`config.mk`:
```
export PLATFORM = sky130hd
export DESIGN_NAME = membus_axil_bridge
export DESIGN_NICKNAME = d
export VERILOG_FILES = /design/src/rtl/mbx_pkg.sv /design/src/rtl/mbx_classify.sv /design/src/rtl/mbx_chan_track.sv /design/src/rtl/mbx_resp_join.sv /design/src/rtl/membus_axil_bridge.sv
export SDC_FILE = /design/constraint.sdc
export NUM_CORES = 1
export LEC_CHECK = 0
export BUFFER_PORTS_ARGS = -buffer_cell sky130_fd_sc_hd__buf_2
export CORE_AREA = 3 3 98 100
export DETAILED_ROUTE_END_ITERATION = 8
export DIE_AREA = 0 0 101 103
export GPL_TIMING_DRIVEN = 1
export PLACE_DENSITY_LB_ADDON = 0.05
export SYNTH_ARGS = -nofsm -noshare
export SYNTH_HDL_FRONTEND = slang
export SYNTH_SLANG_ARGS = --single-unit
```
`constraint.sdc`:
```
create_clock -name clk -period 2.43 [get_ports clk]
set_input_delay 0.1215 -clock clk [delete_from_list [all_inputs] [get_ports clk]]
set_output_delay 0.1215 -clock clk [all_outputs]
set_load 0.05 [all_outputs]
```
`src/rtl/mbx_pkg.sv`:
```
package mbx_pkg;

   // channel slots for the handshake trackers
   localparam int CH_AW  = 0;
   localparam int CH_W   = 1;
   localparam int CH_AR  = 2;
   localparam int NUM_CH = 3;

   localparam int PROT_W     = 3;
   localparam int PROT_INSTR = 2;   // bit that marks an instruction access

   function automatic logic [PROT_W-1:0] prot_for(input logic is_fetch);
      logic [PROT_W-1:0] p;
      p             = '0;
      p[PROT_INSTR] = is_fetch;
      return p;
   endfunction

endpackage

```
`src/rtl/mbx_classify.sv`:
```
// Decides whether the held request is live this cycle and which kind it is.
module mbx_classify #(
   parameter int STRB_W = 4
) (
   input  logic              rst_n,
   input  logic              req_valid,
   input  logic              quiet,
   input  logic [STRB_W-1:0] req_strb,
   output logic              live_wr,
   output logic              live_rd
);

   logic live;
   logic any_byte;

   always_comb begin
      live     = rst_n && req_valid && !quiet;
      any_byte = |req_strb;
      live_wr  = live && any_byte;
      live_rd  = live && !any_byte;
   end

endmodule

```
`src/rtl/mbx_chan_track.sv`:
```
// One AXI request channel: valid follows the live request until its own
// handshake, then stays low until the whole transfer is retired.
module mbx_chan_track (
   input  logic clk,
   input  logic rst_n,
   input  logic arm,
   input  logic accept,
   input  logic retire,
   output logic valid
);

   logic taken_q;

   always_comb valid = arm && !taken_q;

   always_ff @(posedge clk) begin
      if (!rst_n)
         taken_q <= 1'b0;
      else if (retire)
         taken_q <= 1'b0;
      else if (valid && accept)
         taken_q <= 1'b1;
   end

endmodule

```
`src/rtl/mbx_resp_join.sv`:
```
// Returns completion to the requester from the response channel that
// matches the outstanding request kind.
module mbx_resp_join #(
   parameter int DATA_W = 32
) (
   input  logic              live_wr,
   input  logic              live_rd,
   input  logic              bvalid,
   input  logic              rvalid,
   input  logic [DATA_W-1:0] rdata,
   output logic              done,
   output logic [DATA_W-1:0] done_data
);

   always_comb begin
      done      = (live_wr && bvalid) || (live_rd && rvalid);
      done_data = rdata;
   end

endmodule

```
`src/rtl/membus_axil_bridge.sv`:
```
module membus_axil_bridge #(
   parameter int ADDR_W = 32,
   parameter int DATA_W = 32
) (
   input  logic                  clk,
   input  logic                  rst_n,
   input  logic                  req_valid,
   input  logic                  req_fetch,
   input  logic [ADDR_W-1:0]     req_addr,
   input  logic [DATA_W-1:0]     req_wdata,
   input  logic [DATA_W/8-1:0]   req_strb,
   output logic                  req_ready,
   output logic [DATA_W-1:0]     req_rdata,
   output logic                  m_awvalid,
   input  logic                  m_awready,
   output logic [ADDR_W-1:0]     m_awaddr,
   output logic [2:0]            m_awprot,
   output logic                  m_wvalid,
   input  logic                  m_wready,
   output logic [DATA_W-1:0]     m_wdata,
   output logic [DATA_W/8-1:0]   m_wstrb,
   input  logic                  m_bvalid,
   output logic                  m_bready,
   output logic                  m_arvalid,
   input  logic                  m_arready,
   output logic [ADDR_W-1:0]     m_araddr,
   output logic [2:0]            m_arprot,
   input  logic                  m_rvalid,
   output logic                  m_rready,
   input  logic [DATA_W-1:0]     m_rdata
);

   import mbx_pkg::*;

   localparam int STRB_W = DATA_W / 8;

   // elaboration-time parameter checks
   if ((DATA_W != 32) && (DATA_W != 64)) begin : g_bad_data_w
      $error("membus_axil_bridge: DATA_W must be 32 or 64");
   end
   if ((ADDR_W < 2) || (ADDR_W > 64)) begin : g_bad_addr_w
      $error("membus_axil_bridge: ADDR_W must lie in 2..64");
   end
   if (STRB_W * 8 != DATA_W) begin : g_bad_strb_w
      $error("membus_axil_bridge: DATA_W must be a whole number of bytes");
   end

   logic              quiet_q;
   logic              live_wr;
   logic              live_rd;
   logic              done;
   logic [NUM_CH-1:0] arm_v;
   logic [NUM_CH-1:0] acc_v;
   logic [NUM_CH-1:0] vld_v;

   mbx_classify #(.STRB_W(STRB_W)) u_cls (
      .rst_n     (rst_n),
      .req_valid (req_valid),
      .quiet     (quiet_q),
      .req_strb  (req_strb),
      .live_wr   (live_wr),
      .live_rd   (live_rd)
   );

   always_comb begin
      arm_v        = '0;
      acc_v        = '0;
      arm_v[CH_AW] = live_wr;
      arm_v[CH_W]  = live_wr;
      arm_v[CH_AR] = live_rd;
      acc_v[CH_AW] = m_awready;
      acc_v[CH_W]  = m_wready;
      acc_v[CH_AR] = m_arready;
   end

   for (genvar c = 0; c < NUM_CH; c++) begin : g_ch
      mbx_chan_track u_trk (
         .clk    (clk),
         .rst_n  (rst_n),
         .arm    (arm_v[c]),
         .accept (acc_v[c]),
         .retire (done),
         .valid  (vld_v[c])
      );
   end

   mbx_resp_join #(.DATA_W(DATA_W)) u_resp (
      .live_wr   (live_wr),
      .live_rd   (live_rd),
      .bvalid    (m_bvalid),
      .rvalid    (m_rvalid),
      .rdata     (m_rdata),
      .done      (done),
      .done_data (req_rdata)
   );

   // one quiet cycle after each completion
   always_ff @(posedge clk) begin
      if (!rst_n)
         quiet_q <= 1'b0;
      else
         quiet_q <= done;
   end

   always_comb begin
      req_ready = done;
      m_awvalid = vld_v[CH_AW];
      m_wvalid  = vld_v[CH_W];
      m_arvalid = vld_v[CH_AR];
      m_awaddr  = req_addr;
      m_araddr  = req_addr;
      m_wdata   = req_wdata;
      m_wstrb   = req_strb;
      m_awprot  = prot_for(req_fetch);
      m_arprot  = prot_for(req_fetch);
      m_bready  = 1'b1;
      m_rready  = 1'b1;
   end

endmodule

```
-- After elaboration in Yosys (flattened, before gate mapping)
Cells that the tools add are included.
- register bits after elaboration: 4
- bits in latches: 0
- bits in writable memories: 0
- ROM bits: 0
- bits of input ports: 109
- logic and storage cells: 25
- memories: 0
- add/subtract/negate cells: 0
- multiply operators: 0
- div/mod/pow operators: 0
- order comparisons: 0
- eq/ne operators: 0
- shift operators: 0
- multiplexer cells: 0
- bitwise logic cells: 1
- reductions and logical operators: 20
- operator list (kind ; number):
    $logic_and 1x1->1 ; 12
    $logic_not 1->1 ; 5
    $reduce_or 4->1 ; 1
    $reduce_or 2->1 ; 1
    $logic_or 1x1->1 ; 1
    $not 1->1 ; 1

-- Logic depth before layout (Yosys ltp)
- depth in word-level cells: 6
- depth in mapped cells: 3
- mapped depth without buffers: 3

-- Cells and area by module
Synthesis repeated with hierarchy kept, for this count alone.
- cell total of the unflattened synthesis: 161
- area, all modules: 1258.7 sq um
- by module, submodules not included (module ; times used ; cells each ; area each (sq um)):
    membus_axil_bridge ; 1 ; 112 ; 844.6
    mbx_resp_join ; 1 ; 33 ; 249.0
    mbx_chan_track ; 3 ; 4 ; 43.8
    mbx_classify ; 1 ; 4 ; 33.8

-- Worst setup path after synthesis
OpenSTA, ideal clock, no wires.
- kind: input to register
- start point: in req_strb[1]
- end point: reg g_ch[0].u_trk.taken_q
- setup time: 0.173 ns
- data arrival time: 1.595 ns
- slack: 0.663 ns
- cell stages on the path: 3
- buffers on the path: 0
- cell sequence: nor4_4 mux2i_1 nor3b_1
- longest elaborated chain between the ends: 6
- elaborated cells between the ends (all ways): 10
- those cells by class: 10 x reduce/logical
- RTL lines (item ; RTL line ; text):
    from (decl) ; membus_axil_bridge.sv:11 ; input logic [DATA_W/8-1:0] req_strb,
    $reduce_or 4->1 (*) ; mbx_classify.sv:18 ; any_byte = |req_strb;
    $logic_not 1->1 ; mbx_classify.sv:20 ; live_rd = live && !any_byte;
    $logic_and 1x1->1 ; mbx_classify.sv:20 ;
    $logic_and 1x1->1 ; mbx_resp_join.sv:16 ; done = (live_wr && bvalid) || (live_rd && rvalid);
    $logic_or 1x1->1 (*) ; mbx_resp_join.sv:16 ;
    named net req_ready ; membus_axil_bridge.sv:12 ; output logic req_ready,
    $reduce_or 2->1 (no source line) (*) ; n/a ;
    to (signal assigned) ; mbx_chan_track.sv:18 ; taken_q <= 1'b0;
    to (signal assigned) ; mbx_chan_track.sv:20 ; taken_q <= 1'b0;
    to (signal assigned) ; mbx_chan_track.sv:22 ; taken_q <= 1'b1;
    to (decl) ; mbx_chan_track.sv:12 ; logic taken_q;
Mark *: on every way through the listed nets, which the timed path passes. The rest lies on a longest branch.
A chain may end at the register's enable or synchronous reset.

-- Worst setup path after layout
- start point: in req_strb[1]
- end point: out req_ready
- longest elaborated chain between the ends: 5
- elaborated cells between the ends (all ways): 7
- those cells by class: 7 x reduce/logical
- RTL lines (item ; RTL line):
    $reduce_or 4->1 (*) ; mbx_classify.sv:18
    $logic_not 1->1 ; mbx_classify.sv:20
    $logic_and 1x1->1 ; mbx_classify.sv:20
    $logic_and 1x1->1 ; mbx_resp_join.sv:16
    $logic_or 1x1->1 (*) ; mbx_resp_join.sv:16
    to (decl) ; membus_axil_bridge.sv:12
Mark *: on every way between the ends. The rest lies on a longest branch, timed or not.

==> results.yml <==
place:
  placed_cells: 155
  hpwlAfterDp_mm: 1.949
  pre_cts_ws_ns: 0.8214
  dpl-instance-area_um2: 467.9
  port_buffers: 19
  place_congestion: 0.5628
clock_network:
  cts_resized: 0
  cts_buffers: 3
  insertion_delay_ns: 0.22
  cts.path.max_buffers: 2
  htree_levels: 1
  hold_buffers: 0
  clkTransAtPathRegs_ns: 0.03
  root_buffer: "clkbuf_8"
  cts_sinks: 4
  cts_tree: "done"
  post_cts_buffers: 0
drt:
  met3WireLength_um: 583
  met1_length_um: 476
  highest_layer: "met4"
  drt_iter0_markers: 6
  wl_met2_um: 934
  route.detailed.vias_per_inst: 2.671
  wl_per_cell_um: 14.60
  drcViolationCount: 0
  wl_mm: 2.307
  antenna_left: 0
  routed-via-count: 422
  drtPass1Iterations: 2
critical_path:
  crit_top_cell: "buf_2"
  critPathKind: "in -> out"
  ff2ff_path_depth: 3
  path_max_fanout: 4
  crit_path_end_kind: "primary output"
  arrival_ns: 1.45
  crit_family: "buffers and inverters"
  reg2reg_from: "quiet_q"
  r2r_end: "g_ch[0].u_trk.taken_q"
  cpPeakStageDelay_ns: 0.44
  worstPathCellList: "buf_2, nor4_4, mux2i_1, buf_2"
  start_kind: "input port"
  cp_slowest_cell: "mux2i_1"
  crit_start: "req_strb[1]"
  ff2ff_setup_slack_ns: 1.31
  timing.critical_path.buf_inv: 2
  required_ns: 2.31
hold_path:
  worstHoldStart: "m_wready"
  whs_path_depth: 3
  holdPathEnd: "g_ch[1].u_trk.taken_q"
  hp-class: "in -> reg"
timing:
  finalSetupViolCount: 0
  setup_ws_ns: 0.8602
  finalHoldViolCount: 0
  holdWs_ns: 0.2263
  skew_ns: 0.003451
  fin_tns_setup_ns: 0
  slew_viol_final: 0
  fin_crit_sh_pct: 64.60
  timing.final.crit_period_ns: 1.570
  grt_setup_unrepaired: "no"
  max_freq_ghz: 0.6370
global_route:
  grt_start_max_net_pins: 8
  grt_pass1_vias: 456
  grt_pass1_wl_mm: 2.911
  grt.total_usage_pct: 3.758
  overflow: 0
  antenna_found_initial: 0
finish:
  antennaDiodeCount: 0
  final_area_um2: 509.2
  stdcell_count: 158
  final_layout_size_suffix_gt1_share_pct: 46.00
  mostFrequentLayoutCells: "buf_2 (19), conb_1 (6), dfxtp_1 (4)"
  syn_to_final_growth_pct: -60.02
  seqCellArea_um2: 80.08
  multi_input_area_um2: 157.7
  final_nets: 161
  post-route-util_pct: 5.811
  fillers: 1040
  final_common_cell: "buf_2"
logic_synthesis:
  synth.avg_cell_area_um2: 7.767
  syn-cell-area_mm2: 0.001274
  yosysWarnings: 0
  synthCells: 164
  yosysTopAreaCellShare_pct: 82.51
  yosysSeqAreaShare_pct: 6.287
  ys_seq_elements: 4
  synth_cell_types: 12
  synth.area.top_cells: "buf_4 (83%), dfxtp_1 (6.3%), nor3b_1 (1.8%)"
  synth_top_area_cell: "buf_4"
floorplanning:
  fp.dieH_um: 103
  ios: 253
  start_util_pct: 14.53
  dieArea_mm2: 0.01040
  die_w_um: 101
  rows: 34
  coreArea_mm2: 0.008763
run_status:
  run_status: "completed"
job:
  cap_violations: 0
power:
  leakage_nw: 0.1863
  p_per_area_mw_per_mm2: 584.2
  vdd_drop_max_mv: 0.1104
  power_mw: 0.2975
-- state kept, by name (all words and copies together) (netlist names) --
name,cells
g_ch.u_trk.taken_q,3
quiet_q,1
-- Yosys cell counts, drive strengths merged --
| master | number |
|---|---|
| dfxtp | 4 |
| nand4b | 2 |
| nor4 | 1 |
| nor3b | 3 |
| nand3 | 2 |
| or4 | 1 |
| nor2 | 3 |
| conb | 2 |
| nor2b | 1 |
| buf | 140 |
| a31oi | 3 |
| mux2i | 2 |
-- area by class of cell --
class	instances	area share, %
clock buffers	3	8.108
multi-input cells	24	30.96
flip-flops and latches	4	15.72
well taps	108	26.54
repair buffers	19	18.67
-- worst max-delay path by stage --
stage | end | slack [ns] | cells past startpoint
global placement | req_ready | 0.90 | 4
detailed placement | req_ready | 0.82 | 4
finish | req_ready | 0.86 | 4
floorplan | g_ch[0].u_trk.taken_q | 0.66 | 3
CTS | req_ready | 0.81 | 4
global route | req_ready | 0.75 | 4
-- layer usage --
metal  global-route usage (%)  vias to the layer above
met5                        0                        -
met4                    6.442                        0
met3                    3.924                       54
met2                    4.354                       77
met1                    2.448                      152
li1                         -                      139
-- report_power, final --
part	leakage (nW)	switching (mW)	internal [mW]	total, mW
combinational	0.132	0.0617	0.0175	0.0792
clock	0.0216	0.0408	0.106	0.147
sequential	0.0327	0.00184	0.0694	0.0712
total	0.186	0.104	0.193	0.297
-- kinds of logic (layout without fill, tap and decap cells) --
kind of cell | Yosys count | count (layout) | share of synthesized area, %
buffers and inverters | 140 | 22 | 82.51
AND/OR/NAND/NOR | 13 | 13 | 7.564
flip-flops | 4 | 4 | 6.287
AO/OA/AOI/OAI | 3 | 3 | 1.474
other | 2 | 6 | 0.5896
multiplexers | 2 | 2 | 1.572
-- worst register-to-register path, cell delays in order (launching register included) --
cell      delay (ns)
dfxtp_1         0.31
nand4b_1        0.20
mux2i_1         0.36
nor3b_1         0.12
(Power assumes the default switching activity.)
